[config.mk]
export PLATFORM = sky130hd
export DESIGN_NAME = asr_exec_unit
export DESIGN_NICKNAME = d
export VERILOG_FILES = /design/src/rtl/asr_pkg.sv /design/src/rtl/asr_field_decode.sv /design/src/rtl/asr_shifter.sv /design/src/rtl/asr_flag_gen.sv /design/src/rtl/asr_exec_unit.sv
export SDC_FILE = /design/constraint.sdc
export NUM_CORES = 1
export LEC_CHECK = 0
export ABC_AREA = 1
export CAP_MARGIN = 40
export CORE_AREA = 2 2 121 123
export DETAILED_ROUTE_END_ITERATION = 12
export DIE_AREA = 0 0 123 125
export PLACE_DENSITY = 0.71
export SYNTH_ARGS = -nofsm -noshare
export SYNTH_HDL_FRONTEND = slang
export SYNTH_SLANG_ARGS = --single-unit
[constraint.sdc]
create_clock -name clk -period 2.2 [get_ports clk]
set_input_delay 0.33 -clock clk [delete_from_list [all_inputs] [get_ports clk]]
set_output_delay 0.33 -clock clk [all_outputs]
set_load 0.03 [all_outputs]
[src/rtl/asr_pkg.sv]
package asr_pkg;
  parameter int unsigned XLEN   = 32;
  parameter int unsigned NREGS  = 16;
  localparam int unsigned IDX_W = $clog2(NREGS);
  localparam int unsigned SH_W  = $clog2(XLEN);
  localparam int unsigned PC_IDX = NREGS - 1;
  localparam int unsigned SP_IDX = NREGS - 3;

  typedef enum logic [1:0] {
    FORM_SHORT   = 2'd0,
    FORM_WIDE    = 2'd1,
    FORM_CLASSIC = 2'd2,
    FORM_NONE    = 2'd3
  } form_e;

  // Sign-filling right shift; field 0 stands for a shift of XLEN.
  // Returns {carry, result}.
  function automatic logic [XLEN:0] asr_shift(input logic [XLEN-1:0] x,
                                              input logic [SH_W-1:0] fld);
    logic [SH_W:0] amt;
    logic signed [XLEN:0] ext;
    logic signed [XLEN:0] sh;
    amt = (fld == '0) ? (SH_W+1)'(XLEN) : {1'b0, fld};
    ext = {x, 1'b0};
    sh  = ext >>> amt;
    return {sh[0], sh[XLEN:1]};
  endfunction
endpackage

[src/rtl/asr_field_decode.sv]
module asr_field_decode
  import asr_pkg::*;
(
  input  logic [1:0]        form,
  input  logic [XLEN-1:0]   instr,
  input  logic              in_it_block,
  output logic [IDX_W-1:0]  rd,
  output logic [IDX_W-1:0]  rm,
  output logic [SH_W-1:0]   sh_fld,
  output logic              set_flags,
  output logic              illegal
);
  logic wide_bad;
  logic unused_bits;

  assign unused_bits = ^{instr[31:21], instr[19:16], instr[5:4]};

  always_comb begin
    rd = '0; rm = '0; sh_fld = '0; set_flags = 1'b0; illegal = 1'b0; wide_bad = 1'b0;
    unique case (form_e'(form))
      FORM_SHORT: begin
        rd        = {1'b0, instr[2:0]};
        rm        = {1'b0, instr[5:3]};
        sh_fld    = instr[10:6];
        set_flags = ~in_it_block;
      end
      FORM_WIDE: begin
        rd        = instr[11:8];
        rm        = instr[3:0];
        sh_fld    = {instr[14:12], instr[7:6]};
        set_flags = instr[20];
        wide_bad  = (rd == IDX_W'(SP_IDX)) || (rd == IDX_W'(PC_IDX)) ||
                    (rm == IDX_W'(SP_IDX)) || (rm == IDX_W'(PC_IDX));
        illegal   = wide_bad;
      end
      FORM_CLASSIC: begin
        rd        = instr[15:12];
        rm        = instr[3:0];
        sh_fld    = instr[11:7];
        set_flags = instr[20];
      end
      default: illegal = 1'b1;
    endcase
  end

  // the wide form never passes a forbidden index as legal
  always_comb begin
    if (form == FORM_WIDE && !illegal)
      a_r4_wide_regs_legal: assert (rd != IDX_W'(PC_IDX) && rm != IDX_W'(SP_IDX));
  end
endmodule

[src/rtl/asr_shifter.sv]
module asr_shifter
  import asr_pkg::*;
(
  input  logic [XLEN-1:0] opnd,
  input  logic [SH_W-1:0] sh_fld,
  output logic [XLEN-1:0] result,
  output logic            carry
);
  logic [XLEN:0] packed_out;

  assign packed_out = asr_shift(opnd, sh_fld);
  assign result     = packed_out[XLEN-1:0];
  assign carry      = packed_out[XLEN];

  // the sign bit always survives the shift
  always_comb begin
    a_r6_sign_kept: assert (result[XLEN-1] == opnd[XLEN-1]);
  end
endmodule

[src/rtl/asr_flag_gen.sv]
module asr_flag_gen
  import asr_pkg::*;
(
  input  logic [XLEN-1:0] result,
  input  logic            carry,
  input  logic [3:0]      flags_in,
  output logic [3:0]      flags_new
);
  // {N, Z, C, V}; V comes through untouched
  assign flags_new = {result[XLEN-1], (result == '0), carry, flags_in[0]};
endmodule

[src/rtl/asr_exec_unit.sv]
module asr_exec_unit
  import asr_pkg::*;
(
  input  logic              clk,
  input  logic              rst,
  input  logic              issue,
  input  logic              cond_pass,
  input  logic              in_it_block,
  input  logic [1:0]        form,
  input  logic [XLEN-1:0]   instr,
  output logic [IDX_W-1:0]  src_idx,
  input  logic [XLEN-1:0]   src_data,
  input  logic [3:0]        flags_in,
  output logic              rf_we,
  output logic [IDX_W-1:0]  rf_waddr,
  output logic [XLEN-1:0]   rf_wdata,
  output logic              pc_we,
  output logic [XLEN-1:0]   pc_wdata,
  output logic              flags_we,
  output logic [3:0]        flags_out,
  output logic              undef
);
  logic [IDX_W-1:0] dec_rd;
  logic [SH_W-1:0]  dec_sh;
  logic             dec_setf;
  logic             dec_illegal;
  logic [XLEN-1:0]  sh_result;
  logic             sh_carry;
  logic [3:0]       flags_new;

  // named events for the checks
  logic go;
  logic to_pc;
  logic to_rf;
  logic upd_flags;

  asr_field_decode u_dec (
    .form(form), .instr(instr), .in_it_block(in_it_block),
    .rd(dec_rd), .rm(src_idx), .sh_fld(dec_sh),
    .set_flags(dec_setf), .illegal(dec_illegal)
  );

  asr_shifter u_shf (
    .opnd(src_data), .sh_fld(dec_sh), .result(sh_result), .carry(sh_carry)
  );

  asr_flag_gen u_flg (
    .result(sh_result), .carry(sh_carry), .flags_in(flags_in), .flags_new(flags_new)
  );

  assign go        = issue & cond_pass & ~dec_illegal;
  assign to_pc     = go & (dec_rd == IDX_W'(PC_IDX));
  assign to_rf     = go & ~to_pc;
  assign upd_flags = to_rf & dec_setf;

  always_ff @(posedge clk) begin
    if (rst) begin
      rf_we     <= 1'b0;
      rf_waddr  <= '0;
      rf_wdata  <= '0;
      pc_we     <= 1'b0;
      pc_wdata  <= '0;
      flags_we  <= 1'b0;
      flags_out <= '0;
      undef     <= 1'b0;
    end else begin
      rf_we     <= to_rf;
      rf_waddr  <= dec_rd;
      rf_wdata  <= sh_result;
      pc_we     <= to_pc;
      pc_wdata  <= sh_result;
      flags_we  <= upd_flags;
      flags_out <= upd_flags ? flags_new : flags_in;
      undef     <= issue & cond_pass & dec_illegal;
    end
  end

  // a PC write never comes with a flag or register write
  a_r8_pc_no_flags: assert property (@(posedge clk) disable iff (rst)
    pc_we |-> (!flags_we && !rf_we));

  // an undefined instruction writes nothing
  a_r4_undef_silent: assert property (@(posedge clk) disable iff (rst)
    undef |-> (!rf_we && !pc_we && !flags_we));

  // a failed condition leaves every write port idle
  a_r9_fail_idle: assert property (@(posedge clk) disable iff (rst)
    (!cond_pass && !rst) |=> (!rf_we && !pc_we && !flags_we && !undef));

  // V is carried over from the input in every case
  a_r7_v_kept: assert property (@(posedge clk) disable iff (rst)
    !$past(rst) |-> (flags_out[0] == $past(flags_in[0])));

  // N and Z agree with the data written
  a_r7_nz_match: assert property (@(posedge clk) disable iff (rst)
    flags_we |-> (flags_out[3] == rf_wdata[XLEN-1] && flags_out[2] == (rf_wdata == '0)));

  // at most one write target per cycle
  a_r10_one_target: assert property (@(posedge clk) disable iff (rst)
    $onehot0({rf_we, pc_we, undef}));
endmodule

==> impl_results.md <==
* Worst-Margin Slew at 346.3 ps
* Clock period minus worst slack at 2216 ps
* Cell row count at 44
* Yosys cell types at 34
* DRT antenna net count at 0
* Residual DRC at 0
* Number of global-route vias before repair at 4768
* Synthesis Warnings at 0
* Layout cells sized above 1 at 33.08%
* Syn Std Cell Area at 0.004169 mm^2
* First-pass GRT wire length at 23490 um
* Final worst slack at -16.28 ps
* Syn Area/Cell at 5.888 um^2
* CTS H-tree lvls at 2
* CP arrival at 2430 ps
* CP Buf/Inv Count at 4
* Failing checks: setup timing
* Overall routing resource usage at 18.69%
* Synth Register Bits at 44
* Clock-pin slew on the worst setup and hold paths at 50 ps
* RSZ-0062 raised after global routing: yes
* CP max stage delay at 160 ps
* Hpwl dp at 11490 um
* Inserted Diodes at 0
* CTS tree: done
* Post-synth EDFFs at 0
* Fin Hold WS at 567.4 ps
* Slew headroom at 76.84%
* Dpl cell area at 0.006118 mm^2
* Sequential fraction of the synthesis area at 21.13%
* Startpoint Class: input port
* # IOs at 155
* Core Util, Final at 50.70%
* Clock buffer depth at 2
* CP endpoint: flags_out[2]$_SDFF_PP0_
* Crit. End Element: flip-flop
* Detailed Route WL at 15470 um
* Max FO, Critical Path at 9
* Die Ht at 125 um
* CP most frequent cell: nand2_1
* CP max stage cell: ha_4
* Standby leakage power at 3.450 nW
* Critical path launch point: form[1]
* Crit-path cells: buf_4 > inv_4 > ha_4 > nand2_4 > nand3_4 > nand2_8 > buf_12 > nand2_1 > nand3_1 > nand2_1 > nand2_2 > nand2_1 > nand2_2 > nand3_2 > nand2_1 > inv_1 > nand2_1 > nor2_1 > nand2_1 > nor2_1 > nand3_1 > a21oi_1
* Final Max Slew Viols at 0
* Die Area at 0.01538 mm^2
* Initial DRT Pass Iterations at 5
* PD cells at 588.5 mW/mm^2
* Syn Inst Count at 708
* Asr flop ratio synth at 0%
* WS Path Type: input port to flip-flop
* Syn_nets at 787
* Grt total ovfl at 0
* Crit path depth at 22
* Root Driver: clkbuf_16
* DR WL/cell at 14.21 um
* DRT iter0 DRCs at 447
* CORE AREA at 0.01420 mm^2
* Max frequency at 0.4512 GHz
* Vias per cell at 5.035
* Crit path max-delay family: simple AND/OR/NAND/NOR gates
* Total chip power at 4.238 mW
* Num CTS Buffers at 5
* Via count at 5478
* Status: finished with violations
* Crit share post-route at 100.7%
* Pre-CTS setup slack at -764.4 ps
* Fin. Hold Viols at 0
* Clock sink count at 44
* Initial Utilization at 29.35%
* Initial antenna violation count at 0
* GP Congestion at 0.9213
* I/O Buffers at 139
* HP Class: input port to flip-flop
* Largest net degree at the start of global routing at 38
* Area Overhead vs Synth at 72.75%
* Worst vdd ir at 0.0003267 V
* Layout Nets at 983
* Worst EP required at 2410 ps
* Finished Cell Area at 0.007202 mm^2
* Die Width at 123 um
* Top_reg_cell synth: dfxtp_1
* Final setup fails at 1
* Max_cap viols at 0
-- layout make-up --
class,instances,area (um^2)
Fill cell,1397,7002
Multi-Input combinational cell,529,3172
Timing Repair Buffer,261,2530
Sequential cell,44,880.8
Inverter,62,250.2
Tap cell,184,230.2
Clock buffer,6,128.9
Clock inverter,1,5.005
Timing Repair inverter,1,5.005
-- through the flow --
stage                     TNS, ps  std cells
after floorplan                 0        708
after global placement     -14810       1059
after detailed placement   -15770       1059
after CTS                       0       1080
after global routing       -215.3       1088
final                      -16.28       1088
-- where the power goes --
group / total, mW / switching [mW] / internal [mW]
Clock: 0.670 / 0.259 / 0.411
Sequential: 0.940 / 0.0480 / 0.892
Combinational: 2.63 / 1.46 / 1.17
Total: 4.24 / 1.77 / 2.47
-- cells in the final DEF, fill, tap and decap left out, drive strengths merged --
master	instances
dlymetal6s2s	1
clkdlybuf4s50	129
buf	125
inv	59
clkinvlp	1
o211ai	6
nor3	1
bufbuf	1
dlygate4sd2	3
o221ai	1
nand3b	5
clkbuf	8
nand4	5
a21oi	28
nor2	36
and2	1
nor4	1
nand2	214
a31oi	2
ha	4
clkinv	4
dfxtp	44
nand3	212
or2	1
o21ai	12
-- repair_timing --
action	in CTS	in global routing
gates cloned	4	3
hold buffers	0	0
setup endpoints to repair	32	14
gates resized for setup	67	106
setup buffers	10	5
pin swaps	16	33
-- sequential cells by signal (all words and copies together) (netlist names) --
name       cells
pc_wdata      32
undef          1
rf_waddr       4
flags_out      4
pc_we          1
rf_we          1
flags_we       1
-- worst min path at each step --
stage / start / endpoint / slack, ps / cells after the start
CTS: flags_in[0] / flags_out[0]$_SDFF_PP0_ / 570 / 3
floorplan: flags_in[0] / flags_out[0]$_SDFF_PP0_ / 440 / 2
global placement: flags_in[0] / flags_out[0]$_SDFF_PP0_ / 870 / 3
global route: flags_in[0] / flags_out[0]$_SDFF_PP0_ / 590 / 3
detailed placement: flags_in[0] / flags_out[0]$_SDFF_PP0_ / 860 / 3
finish: flags_in[0] / flags_out[0]$_SDFF_PP0_ / 570 / 3
-- synth_stat cells, types with 6 or more instances --
cell type	n	area (um^2)
buf_6	11	123.9
o21ai_0	10	50.05
inv_2	9	33.78
clkbuf_1	8	30.03
buf_4	38	285.3
o211ai_1	6	45.04
nand3_2	7	70.07
nor2_1	34	127.6
inv_1	49	183.9
buf_2	11	55.05
dfxtp_1	44	880.8
a21oi_1	28	140.1
nand2_1	206	773.2
nand3_1	204	1021
-- cell families (layout without fill, tap and decap cells) --
kind of cell / after synthesis / after routing / share of synthesized area (%)
AND/OR/NAND/NOR: 476 / 476 / 52.97
buffers and inverters: 135 / 331 / 17.95
AO/OA/AOI/OAI: 49 / 49 / 6.753
flip-flops: 44 / 44 / 21.13
adder cells (fa/ha/maj): 4 / 4 / 1.201
-- per-layer routing --
layer | vias to the layer above | track usage, % | part of all wire (%)
li1 | 2692 | - | -
met1 | 2486 | 27.18 | 43
met2 | 271 | 29.96 | 47
met3 | 29 | 1.141 | 7.5
met4 | 0 | 4.679 | 2.6
met5 | - | 0 | 0
No activity file was read; power rests on OpenSTA's default activity.
